===== src/rtl/sbus_regs_pkg.sv =====
package sbus_regs_pkg;
  typedef enum logic [1:0] {
    RSP_OK   = 2'b00,
    RSP_TYPE = 2'b01,
    RSP_ADDR = 2'b10
  } rsp_e;

  typedef enum logic [3:0] {
    SEL_NONE, SEL_STATE, SEL_NODE, SEL_RST, SEL_SPL_HI,
    SEL_SPL_LO, SEL_CYC, SEL_BUS, SEL_BCAST
  } sel_e;

  localparam int unsigned OFF_STATE  = 'h00;
  localparam int unsigned OFF_NODE   = 'h04;
  localparam int unsigned OFF_RST    = 'h08;
  localparam int unsigned OFF_SPL_HI = 'h0C;
  localparam int unsigned OFF_SPL_LO = 'h10;
  localparam int unsigned OFF_CYC    = 'h14;
  localparam int unsigned OFF_BUS    = 'h18;
  localparam int unsigned OFF_BCAST  = 'h20;
endpackage


===== src/rtl/sbus_regs_decode.sv =====
module sbus_regs_decode
  import sbus_regs_pkg::*;
#(
  parameter int ADDR_W = 8,
  parameter int LEN_W  = 4
) (
  input  logic              we_i,
  input  logic [ADDR_W-1:0] addr_i,
  input  logic [LEN_W-1:0]  len_i,
  output sel_e              sel_o,
  output rsp_e              code_o
);
  localparam logic [LEN_W-1:0] QUAD_LEN = LEN_W'(4);

  always_comb begin
    sel_o  = SEL_NONE;
    code_o = RSP_OK;
    if (addr_i[1:0] != 2'b00 || len_i != QUAD_LEN) begin
      code_o = RSP_TYPE;
    end else begin
      case (addr_i)
        ADDR_W'(OFF_STATE):  sel_o = SEL_STATE;
        ADDR_W'(OFF_NODE):   sel_o = SEL_NODE;
        ADDR_W'(OFF_RST): begin
          if (we_i) sel_o = SEL_RST;
          else      code_o = RSP_TYPE;
        end
        ADDR_W'(OFF_SPL_HI): sel_o = SEL_SPL_HI;
        ADDR_W'(OFF_SPL_LO): sel_o = SEL_SPL_LO;
        ADDR_W'(OFF_CYC):    sel_o = SEL_CYC;
        ADDR_W'(OFF_BUS):    sel_o = SEL_BUS;
        ADDR_W'(OFF_BCAST):  sel_o = SEL_BCAST;
        default:             code_o = RSP_ADDR;
      endcase
    end
  end
endmodule


===== src/rtl/sbus_regs_split.sv =====
module sbus_regs_split #(
  parameter int HI_BITS   = 3,
  parameter int FRAC_BITS = 13,
  parameter int LO_RST    = 800
) (
  input  logic                         clk_i,
  input  logic                         rst_ni,
  input  logic                         wr_hi_i,
  input  logic                         wr_lo_i,
  input  logic [31:0]                  wdata_i,
  output logic [31:0]                  hi_o,
  output logic [31:0]                  lo_o,
  output logic [HI_BITS+FRAC_BITS-1:0] units_o
);
  localparam int          LO_SHIFT = 32 - FRAC_BITS;
  localparam int          UNITS_W  = HI_BITS + FRAC_BITS;
  localparam logic [31:0] HI_MASK  = 32'((64'd1 << HI_BITS) - 64'd1);
  localparam logic [31:0] LO_MASK  = ~32'((64'd1 << LO_SHIFT) - 64'd1);

  logic [31:0] hi_q, lo_q;

  always_ff @(posedge clk_i or negedge rst_ni) begin
    if (!rst_ni) begin
      hi_q <= '0;
      lo_q <= 32'(LO_RST) << LO_SHIFT;
    end else begin
      if (wr_hi_i) hi_q <= wdata_i & HI_MASK;
      if (wr_lo_i) lo_q <= wdata_i & LO_MASK;
    end
  end

  assign hi_o    = hi_q;
  assign lo_o    = lo_q;
  // fields do not overlap, so the sum is a concatenation
  assign units_o = {hi_q[HI_BITS-1:0], lo_q[31:LO_SHIFT]};


  hi_mask_chk: assert property (@(posedge clk_i) disable iff (!rst_ni)
    (hi_q & ~HI_MASK) == 32'd0);

  lo_mask_chk: assert property (@(posedge clk_i) disable iff (!rst_ni)
    (lo_q & ~LO_MASK) == 32'd0);

  units_hi_chk: assert property (@(posedge clk_i) disable iff (!rst_ni)
    wr_hi_i |=> units_o[UNITS_W-1:FRAC_BITS] == $past(wdata_i[HI_BITS-1:0]));
endmodule


===== src/rtl/sbus_regs_time.sv =====
module sbus_regs_time #(
  parameter int BUS_LSB = 7
) (
  input  logic        clk_i,
  input  logic        rst_ni,
  input  logic        sample_i,
  input  logic        wr_cyc_i,
  input  logic        wr_bus_i,
  input  logic [31:0] wdata_i,
  input  logic [31:0] cyc_cnt_i,
  output logic [31:0] cyc_rd_o,
  output logic [31:0] bus_rd_o
);
  localparam logic [31:0] STEP     = 32'(64'd1 << BUS_LSB);
  localparam logic [31:0] BUS_MASK = ~(STEP - 32'd1);
  localparam int          CYC_SH   = 32 - BUS_LSB;

  logic [31:0] cyc_q, bus_q, bus_adv;
  logic        wrap;

  assign wrap     = sample_i && (cyc_cnt_i < cyc_q);
  assign bus_adv  = wrap ? bus_q + STEP : bus_q;
  assign cyc_rd_o = cyc_cnt_i;
  assign bus_rd_o = bus_adv | (cyc_cnt_i >> CYC_SH);

  always_ff @(posedge clk_i or negedge rst_ni) begin
    if (!rst_ni) begin
      cyc_q <= '0;
      bus_q <= '0;
    end else begin
      if (sample_i) begin
        cyc_q <= cyc_cnt_i;
        bus_q <= bus_adv;
      end
      if (wr_cyc_i) cyc_q <= wdata_i;
      if (wr_bus_i) bus_q <= wdata_i & BUS_MASK;
    end
  end


  wrap_chk: assert property (@(posedge clk_i) disable iff (!rst_ni)
    (sample_i && cyc_cnt_i < cyc_q) |=> bus_q == $past(bus_q) + STEP);

  hold_chk: assert property (@(posedge clk_i) disable iff (!rst_ni)
    (sample_i && cyc_cnt_i >= cyc_q) |=> $stable(bus_q));

  bus_mask_chk: assert property (@(posedge clk_i) disable iff (!rst_ni)
    (bus_q & ~BUS_MASK) == 32'd0);

  cyc_load_chk: assert property (@(posedge clk_i) disable iff (!rst_ni)
    sample_i |=> cyc_q == $past(cyc_cnt_i));
endmodule


===== src/rtl/sbus_ctrl_regs.sv =====
module sbus_ctrl_regs
  import sbus_regs_pkg::*;
#(
  parameter int ADDR_W     = 8,
  parameter int LEN_W      = 4,
  parameter int NODE_W     = 6,
  parameter int BUSF_W     = 10,
  parameter int SPL_HI_W   = 3,
  parameter int SPL_FRAC_W = 13,
  parameter int SPL_LO_RST = 800,
  parameter int BUS_LSB    = 7,
  parameter int BCAST_CH   = 31
) (
  input  logic                           clk_i,
  input  logic                           rst_ni,
  input  logic                           req_i,
  input  logic                           req_we_i,
  input  logic [ADDR_W-1:0]              req_addr_i,
  input  logic [LEN_W-1:0]               req_len_i,
  input  logic [31:0]                    req_wdata_i,
  input  logic [31:0]                    cyc_cnt_i,
  input  logic [NODE_W-1:0]              node_num_i,
  output logic                           rsp_valid_o,
  output logic [1:0]                     rsp_code_o,
  output logic [31:0]                    rsp_rdata_o,
  output logic [SPL_HI_W+SPL_FRAC_W-1:0] split_units_o
);
  localparam int          LOW_W     = 32 - BUSF_W - NODE_W;
  localparam logic [31:0] BCAST_RST = 32'h8000_0000 | 32'(BCAST_CH);
  localparam int          VALID_BIT = 30;

  sel_e        sel;
  rsp_e        code;
  logic        acc_ok, wr_ok, rd_ok;
  logic [31:0] spl_hi, spl_lo, cyc_rd, bus_rd, rd_mux;
  logic [BUSF_W-1:0] node_bus_q;
  logic        bcast_valid_q;
  logic        rsp_valid_q;
  rsp_e        rsp_code_q;
  logic [31:0] rsp_rdata_q;
  sel_e        rsp_sel_q;
  logic        rsp_we_q;

  sbus_regs_decode #(.ADDR_W(ADDR_W), .LEN_W(LEN_W)) u_dec (
    .we_i   (req_we_i),
    .addr_i (req_addr_i),
    .len_i  (req_len_i),
    .sel_o  (sel),
    .code_o (code)
  );

  assign acc_ok = req_i && (code == RSP_OK);
  assign wr_ok  = acc_ok && req_we_i;
  assign rd_ok  = acc_ok && !req_we_i;

  sbus_regs_split #(.HI_BITS(SPL_HI_W), .FRAC_BITS(SPL_FRAC_W), .LO_RST(SPL_LO_RST)) u_split (
    .clk_i   (clk_i),
    .rst_ni  (rst_ni),
    .wr_hi_i (wr_ok && sel == SEL_SPL_HI),
    .wr_lo_i (wr_ok && sel == SEL_SPL_LO),
    .wdata_i (req_wdata_i),
    .hi_o    (spl_hi),
    .lo_o    (spl_lo),
    .units_o (split_units_o)
  );

  sbus_regs_time #(.BUS_LSB(BUS_LSB)) u_time (
    .clk_i     (clk_i),
    .rst_ni    (rst_ni),
    .sample_i  (rd_ok && (sel == SEL_CYC || sel == SEL_BUS)),
    .wr_cyc_i  (wr_ok && sel == SEL_CYC),
    .wr_bus_i  (wr_ok && sel == SEL_BUS),
    .wdata_i   (req_wdata_i),
    .cyc_cnt_i (cyc_cnt_i),
    .cyc_rd_o  (cyc_rd),
    .bus_rd_o  (bus_rd)
  );

  always_ff @(posedge clk_i or negedge rst_ni) begin
    if (!rst_ni) begin
      node_bus_q    <= '1;
      bcast_valid_q <= 1'b0;
    end else begin
      if (wr_ok && sel == SEL_NODE)  node_bus_q    <= req_wdata_i[31 -: BUSF_W];
      if (wr_ok && sel == SEL_BCAST) bcast_valid_q <= req_wdata_i[VALID_BIT];
    end
  end

  always_comb begin
    case (sel)
      SEL_NODE:   rd_mux = {node_bus_q, node_num_i, {LOW_W{1'b0}}};
      SEL_SPL_HI: rd_mux = spl_hi;
      SEL_SPL_LO: rd_mux = spl_lo;
      SEL_CYC:    rd_mux = cyc_rd;
      SEL_BUS:    rd_mux = bus_rd;
      SEL_BCAST: begin
        rd_mux            = BCAST_RST;
        rd_mux[VALID_BIT] = bcast_valid_q;
      end
      default:    rd_mux = '0;
    endcase
  end

  always_ff @(posedge clk_i or negedge rst_ni) begin
    if (!rst_ni) begin
      rsp_valid_q <= 1'b0;
      rsp_code_q  <= RSP_OK;
      rsp_rdata_q <= '0;
      rsp_sel_q   <= SEL_NONE;
      rsp_we_q    <= 1'b0;
    end else begin
      rsp_valid_q <= req_i;
      rsp_code_q  <= req_i ? code : RSP_OK;
      rsp_rdata_q <= rd_ok ? rd_mux : '0;
      rsp_sel_q   <= req_i ? sel : SEL_NONE;
      rsp_we_q    <= req_we_i;
    end
  end

  assign rsp_valid_o = rsp_valid_q;
  assign rsp_code_o  = rsp_code_q;
  assign rsp_rdata_o = rsp_rdata_q;


  rsp_timing_chk: assert property (@(posedge clk_i) disable iff (!rst_ni)
    req_i |=> rsp_valid_o);

  rsp_idle_chk: assert property (@(posedge clk_i) disable iff (!rst_ni)
    !req_i |=> !rsp_valid_o && rsp_rdata_o == 32'd0);

  misalign_chk: assert property (@(posedge clk_i) disable iff (!rst_ni)
    (req_i && req_addr_i[1:0] != 2'b00) |=> rsp_code_o == RSP_TYPE);

  bcast_fixed_chk: assert property (@(posedge clk_i) disable iff (!rst_ni)
    (rsp_valid_o && rsp_sel_q == SEL_BCAST && !rsp_we_q)
      |-> (rsp_rdata_o & ~(32'd1 << VALID_BIT)) == BCAST_RST);
endmodule


===== config.mk =====
export PLATFORM = sky130hd
export DESIGN_NAME = sbus_ctrl_regs
export DESIGN_NICKNAME = d
export VERILOG_FILES = /design/src/rtl/sbus_regs_pkg.sv /design/src/rtl/sbus_regs_decode.sv /design/src/rtl/sbus_regs_split.sv /design/src/rtl/sbus_regs_time.sv /design/src/rtl/sbus_ctrl_regs.sv
export SDC_FILE = /design/constraint.sdc
export NUM_CORES = 1
export LEC_CHECK = 0
export CAP_MARGIN = 20
export CELL_PAD_IN_SITES_DETAIL_PLACEMENT = 0
export CELL_PAD_IN_SITES_GLOBAL_PLACEMENT = 1
export CORE_UTILIZATION = 42
export DETAILED_ROUTE_END_ITERATION = 10
export PLACE_DENSITY = 0.85
export SYNTH_ARGS = -nofsm -noshare
export SYNTH_HDL_FRONTEND = slang
export SYNTH_HIERARCHICAL = 1
export SYNTH_SLANG_ARGS = --single-unit

===== constraint.sdc =====
create_clock -name clk_i -period 3.4 [get_ports clk_i]
set_input_delay 0.51 -clock clk_i [delete_from_list [all_inputs] [get_ports clk_i]]
set_output_delay 0.51 -clock clk_i [all_outputs]
set_load 0.005 [all_outputs]

Word-level counts from Yosys, hierarchy flattened
Cells that the tools add are included. Widths: inputs -> output; s select.

Bits in registers: 126. Input bits: 86. Output and inout port bits: 51. Word-level logic and storage cells: 60.

Add/sub/neg operators: 1. Order comparisons: 1. Equality and inequality tests: 14. Mux-type cells: 14. Bitwise logic cells: 1. Reductions and logical operators: 20.

Operators by type and width (number): $mux 32 (6); $pmux 32 s6 (1); $add 32x8->32 const B (1); $lt 32x32->1 (1); $or 32x7->32 (1); $pmux 4 s8 (1); $eq 8x5->1 const B (3); $eq 4x3->1 const B (4); $eq 8x4->1 const B (2); $logic_and 1x1->1 (11); $eq 8x3->1 const B (1); $eq 8x6->1 const B (1); $logic_not 8->1 (1); $reduce_or 7->1 (1); $mux 2 (3); $reduce_bool 2->1 (3); $eq 4x2->1 const B (1); $eq 4x4->1 const B (1); $mux 4 (1); $ne 4x3->1 const B (1); $pmux 2 s2 (1); $logic_not 2->1 (1); $logic_or 1x1->1 (2); $logic_not 1->1 (1); $mux 1 (1).

Longest topological paths before layout
Depth after elaboration: 13. Mapped depth: 17.

Hierarchy
Netlist, hierarchy kept.

By module, submodules not included: sbus_regs_time (times used 1, cells each 551, area an instance 4568.1 um^2, sequential area each 1426.4 um^2); sbus_ctrl_regs (times used 1, cells each 258, area an instance 2791.4 um^2, sequential area each 1163.6 um^2); sbus_regs_split (times used 1, cells each 98, area an instance 1117.3 um^2, sequential area each 404.1 um^2); sbus_regs_decode (times used 1, cells each 26, area an instance 173.9 um^2, sequential area each 0.0 um^2).

Worst setup path after synthesis
No wires, ideal clock.

Path type: input-to-reg. From: input req_addr_i[1]. To: register rsp_rdata_q[21] (netlist: rsp_rdata_o[21]). Setup time: 128 ps. Arrival: 4096 ps. Required time: 3272 ps. Path slack: -824 ps. Cell stages on the path: 17. Path buffers: 3. Cells stage by stage: nor4_2 nand3b_2 nor4_1 buf_4 and3b_1 and2_1 buf_2 nand3_1 or2_1 a211oi_1 nand3_1 clkbuf_1 nor3_1 xor2_1 mux2_2 a222oi_1 nor2_1.

Elaborated cells on any way between the ends: 31. Classes of those cells: eq/ne (13); mux (7); bitwise (1); reduce/logical (10).

RTL lines: start, declared (RTL line sbus_ctrl_regs.sv:18) `input logic [ADDR_W-1:0] req_addr_i,`; $eq 8x6->1, or another cell as far along (RTL line sbus_regs_decode.sv:21) `case (addr_i)`; $pmux 4 s8 / $logic_or 1x1->1 (equally long branches) (RTL line sbus_regs_decode.sv:21, sbus_regs_decode.sv:18); $mux 4 * (RTL line sbus_regs_decode.sv:18) `if (addr_i[1:0] != 2'b00 || len_i != QUAD_LEN) begin`; via sel[1] (RTL line sbus_ctrl_regs.sv:32) `sel_e sel;`; $eq 4x3->1 (RTL line sbus_ctrl_regs.sv:70) `.sample_i (rd_ok && (sel == SEL_CYC || sel == SEL_BUS)),`; $logic_or 1x1->1 * (RTL line sbus_ctrl_regs.sv:70); $logic_and 1x1->1 * (RTL line sbus_ctrl_regs.sv:70); $logic_and 1x1->1 * (RTL line sbus_regs_time.sv:21) `assign wrap = sample_i && (cyc_cnt_i < cyc_q);`; $mux 32 * (RTL line sbus_regs_time.sv:22) `assign bus_adv = wrap ? bus_q + STEP : bus_q;`; $or 32x7->32 * (RTL line sbus_regs_time.sv:24) `assign bus_rd_o = bus_adv | (cyc_cnt_i >> CYC_SH);`; via bus_rd[21] (RTL line sbus_ctrl_regs.sv:35) `logic [31:0] spl_hi, spl_lo, cyc_rd, bus_rd, rd_mux;`; $pmux 32 s6 * (RTL line sbus_ctrl_regs.sv:90) `case (sel)`; $mux 32 * (RTL line sbus_ctrl_regs.sv:114) `rsp_rdata_q <= rd_ok ? rd_mux : '0;`; end signal, assigned (RTL line sbus_ctrl_regs.sv:114); end, declared (RTL line sbus_ctrl_regs.sv:40) `logic [31:0] rsp_rdata_q;`.

Mark *: on every way through the listed nets, which the timed path passes. The rest lies on a longest branch. A chain may end at the register's enable or synchronous reset.

Worst setup path in the final report
From: input req_len_i[0]. To: register rsp_rdata_q[23] (netlist: rsp_rdata_o[23]).

Longest elaborated chain between the ends: 12. Elaborated cells on any way between the ends: 20. Classes of those cells: eq/ne (7); mux (5); bitwise (1); reduce/logical (7).

RTL lines: start, declared (RTL line sbus_ctrl_regs.sv:19) `input logic [LEN_W-1:0] req_len_i,`; $ne 4x3->1 (RTL line sbus_regs_decode.sv:18); $logic_or 1x1->1 (RTL line sbus_regs_decode.sv:18); $mux 2 (RTL line sbus_regs_decode.sv:18); via code[0] (RTL line sbus_ctrl_regs.sv:33) `rsp_e code;`; $logic_not 2->1 (RTL line sbus_ctrl_regs.sv:52) `assign acc_ok = req_i && (code == RSP_OK);`; $logic_and 1x1->1 (RTL line sbus_ctrl_regs.sv:52); $logic_and 1x1->1 (RTL line sbus_ctrl_regs.sv:54) `assign rd_ok = acc_ok && !req_we_i;`; $logic_and 1x1->1 (RTL line sbus_ctrl_regs.sv:70); $logic_and 1x1->1 (RTL line sbus_regs_time.sv:21); $mux 32 (RTL line sbus_regs_time.sv:22); $or 32x7->32 (RTL line sbus_regs_time.sv:24); via bus_rd[23] (RTL line sbus_ctrl_regs.sv:35); $pmux 32 s6 (RTL line sbus_ctrl_regs.sv:90); $mux 32 (RTL line sbus_ctrl_regs.sv:114).

The timed path passes the listed nets, and every way through them passes these cells.

==> flow_metrics.env <==
export IMPL_status="complete, but fails checks"
export IMPL_violations="negative setup slack"
export IMPL_synth_ff_type="dfrtp_1"
export IMPL_yosysTopAreaCell="dfrtp_1"
export IMPL_vias=7412
export IMPL_core_region_area_sq_mm=0.02023
export IMPL_hp_class="input pin to asynchronous set/reset pin"
export IMPL_portBuffers=136
export IMPL_power_density_mw_per_mm2=320.2
export IMPL_drt_initial_drc_count=634
export IMPL_fin_crit_sh_pct=101.1
export IMPL_ys_ff_latch=119
export IMPL_vias_per_cell=5.359
export IMPL_dp_slack_ns=-0.9192
export IMPL_setup_viol=1
export IMPL_drc=0
export IMPL_die_y_microns=145.5
export IMPL_synth_top_area_share_pct=30.66
export IMPL_crit_path_end_kind="register"
export IMPL_clock_skew_ns=0.008054
export IMPL_grt_pass1_vias=7408
export IMPL_rsz0062_at_grt="yes"
export IMPL_cts_buffers=17
export IMPL_clkTransAtPathRegs_ns=0.06
export IMPL_root_buffer="clkbuf_16"
export IMPL_finalWeightedCongestion=0.8727
export IMPL_crit_type="input pin to register"
export IMPL_cp_required_ns=3.70
export IMPL_dpl_cell_area_sq_mm=0.01058
export IMPL_ant_nets=0
export IMPL_synth_cells=933
export IMPL_fin_total_pwr_mw=3.656
export IMPL_dieArea_sq_mm=0.02117
export IMPL_fin_util_pct=56.43
export IMPL_cp_arrival_ns=3.74
export IMPL_seqPwrFrac_pct=38.8
export IMPL_area_delta_synth_final_pct=31.99
export IMPL_final_hold_violation_count=0
export IMPL_path_max_fanout=3
export IMPL_max_stage_delay_ns=0.33
export IMPL_nets=1218
export IMPL_drive_gt1_share_pct=23.63
export IMPL_crit_path_start_kind="input pin"
export IMPL_cp_startpoint="req_len_i[0]"
export IMPL_synth_seq_area_share_pct=34.61
export IMPL_grt_max_degree=56
export IMPL_wirelength_mm=24.71
export IMPL_path_cells="buf_6, nor4_4, nand3b_4, a41o_1, nor4b_4, and2_4, nand3_2, or2_4, a211oi_2, nand3_2, buf_6, nor4_4, xnor2_1, mux2_4, a222oi_1, nor2_1"
export IMPL_cts_tree="built"
export IMPL_setup_ws_ns=-0.03688
export IMPL_synth_avg_cell_area_sq_um=9.272
export IMPL_syn_area_sq_mm=0.008651
export IMPL_p_leak_nw=4.622
export IMPL_fill_cells=1736
export IMPL_rr_startpoint="u_time/cyc_q[23]"
export IMPL_crit_family="simple AND/OR/NAND/NOR gates"
export IMPL_dp_hpwl_mm=17.93
export IMPL_path_buf_inv=2
export IMPL_clock_path_buffers=2
export IMPL_slew_headroom_pct=23.25
export IMPL_clock_power_share_pct=52.2
export IMPL_slew_violations=0
export IMPL_synth_edf_count=0
export IMPL_cp_slowest_cell="nor4b_4"
export IMPL_fmax_mhz=291.0
export IMPL_intPower_mw=2.760
export IMPL_antenna_found_initial=0
export IMPL_h_tree_depth=4
export IMPL_io_pins=137
export IMPL_grt_ovfl_total=0
export IMPL_initial_core_util_pct=42.75
export IMPL_final_cells=1383
export IMPL_whs_ns=0.1591
export IMPL_cts_sinks=119
export IMPL_wire_per_inst_microns=17.87
export IMPL_dieWidth_microns=145.5
export IMPL_synthArstFlopShare_pct=100.0
export IMPL_dp_cells=1342
export IMPL_ys_types=68
export IMPL_mostFrequentLayoutCells="clkdlybuf4s50_1 (122), buf_4 (112), dfrtp_1 (106)"
export IMPL_min_period_ns=3.437
export IMPL_fin_area_sq_mm=0.01142
export IMPL_placementRows=52
export IMPL_drt_pre_antenna_iters=6
export IMPL_grt_usage_pct=23.73
export IMPL_worstMarginPinSlew_ns=1.149
export IMPL_final_common_cell="clkdlybuf4s50_1"
export IMPL_grt_first_pass_wirelength_mm=39.56
export IMPL_p_sw_mw=0.8960
export IMPL_p_sw_share_pct=24.51
export IMPL_insertion_delay_ns=0.42
export IMPL_max_cap_violations=0
export IMPL_vdd_drop_max_mv=0.3346
export IMPL_synth_area_top_cells="dfrtp_1 (31%), buf_4 (9.4%), mux2i_1 (6.7%)"
export IMPL_antennaDiodeCount=0
export IMPL_p_comb_share_pct=9.0
export IMPL_synth_yosys_warnings=6
export IMPL_fin_setup_tns_ns=-0.03688
-- registers in the layout, summed over array words and instances (netlist names) --
name           count
u_split/hi_o       3
rsp_rdata_o       32
rsp_code_o         2
bcast_valid_q      1
node_bus_q        10
u_split/lo_o      13
u_time/bus_q      25
rsp_valid_o        1
u_time/cyc_q      32
-- power by group through the flow --
stage	logic (mW)	clock network, mW	registers (mW)
finish	0.330	1.91	1.42
global route	0.359	2.00	1.42
CTS	0.329	1.93	1.42
detailed placement	0.325	0	1.44
global placement	0.323	0	1.44
floorplan	0.150	0	1.44
-- logic make-up (layout without fill, tap and decap cells) --
group | count (synthesis) | after routing | synth area share (%)
AO/OA/AOI/OAI | 189 | 189 | 14.84
XOR/XNOR | 19 | 19 | 1.924
adder cells (fa/ha/maj) | 32 | 32 | 4.628
buffers and inverters | 197 | 330 | 13.73
flip-flops | 119 | 119 | 34.61
multiplexers | 104 | 104 | 13.70
other | 1 | 48 | 0.04335
AND/OR/NAND/NOR | 272 | 272 | 16.53
-- area by class of cell --
type	instances	area, sq um	area share (%)
multi-input combinational	664	4965	43.48
sequential	119	2994	26.22
timing repair buffer	258	2352	20.60
clock buffer	17	425.4	3.726
tap	270	337.8	2.959
clock inverter	15	193.9	1.698
inverter	40	150.1	1.315
-- per-layer routing --
layer  track usage [%]  share of wire, %  wire length [microns]
met5                 0                 0                      0
met4             8.000               2.2                    535
met3             3.668               4.8                   1181
met2             39.83                48                  11840
met1             31.19                45                  11150
-- synthesized netlist by cell type, types with 5 or more instances --
library cell	instances
a211oi_1	5
a21oi_1	30
a222oi_1	7
a22o_1	14
a22oi_1	16
a31oi_1	9
and2_1	5
and4_1	5
buf_1	5
buf_2	10
buf_4	108
clkbuf_1	30
dfrtp_1	106
dfstp_2	13
ha_1	32
inv_1	40
mux2_2	24
mux2_4	20
mux2i_1	58
nand2_1	86
nand3_1	19
nand3b_1	6
nand4_1	11
nor2_1	43
nor2b_1	13
nor3_1	22
nor4_1	9
nor4_2	5
o211ai_1	13
o21ai_0	49
o221ai_1	5
o22a_1	11
o31ai_1	6
or2_1	5
or3_1	19
or4_1	6
xor2_1	16
-- timing repair --
item                                    4_1_cts  5_1_grt
pin swaps                                    20       17
gates resized for setup                      42       23
buffers inserted                              8        1
hold buffers                                  0        0
endpoints found under the setup margin       34       13
-- path summary, 6_finish.rpt --
path	depth (start not counted)	endpoint	slack, ns
max	16	rsp_rdata_o[23]	-0.04
min	1	rsp_rdata_o[22]	0.16
max reg2reg	12	rsp_rdata_o[23]	0.41
min reg2reg	1	bcast_valid_q	0.52
max in group asynchronous	2	node_bus_q[8]	2.44
min in group clk_i	1	bcast_valid_q	0.52
No activity file was read; power rests on OpenSTA's default activity.
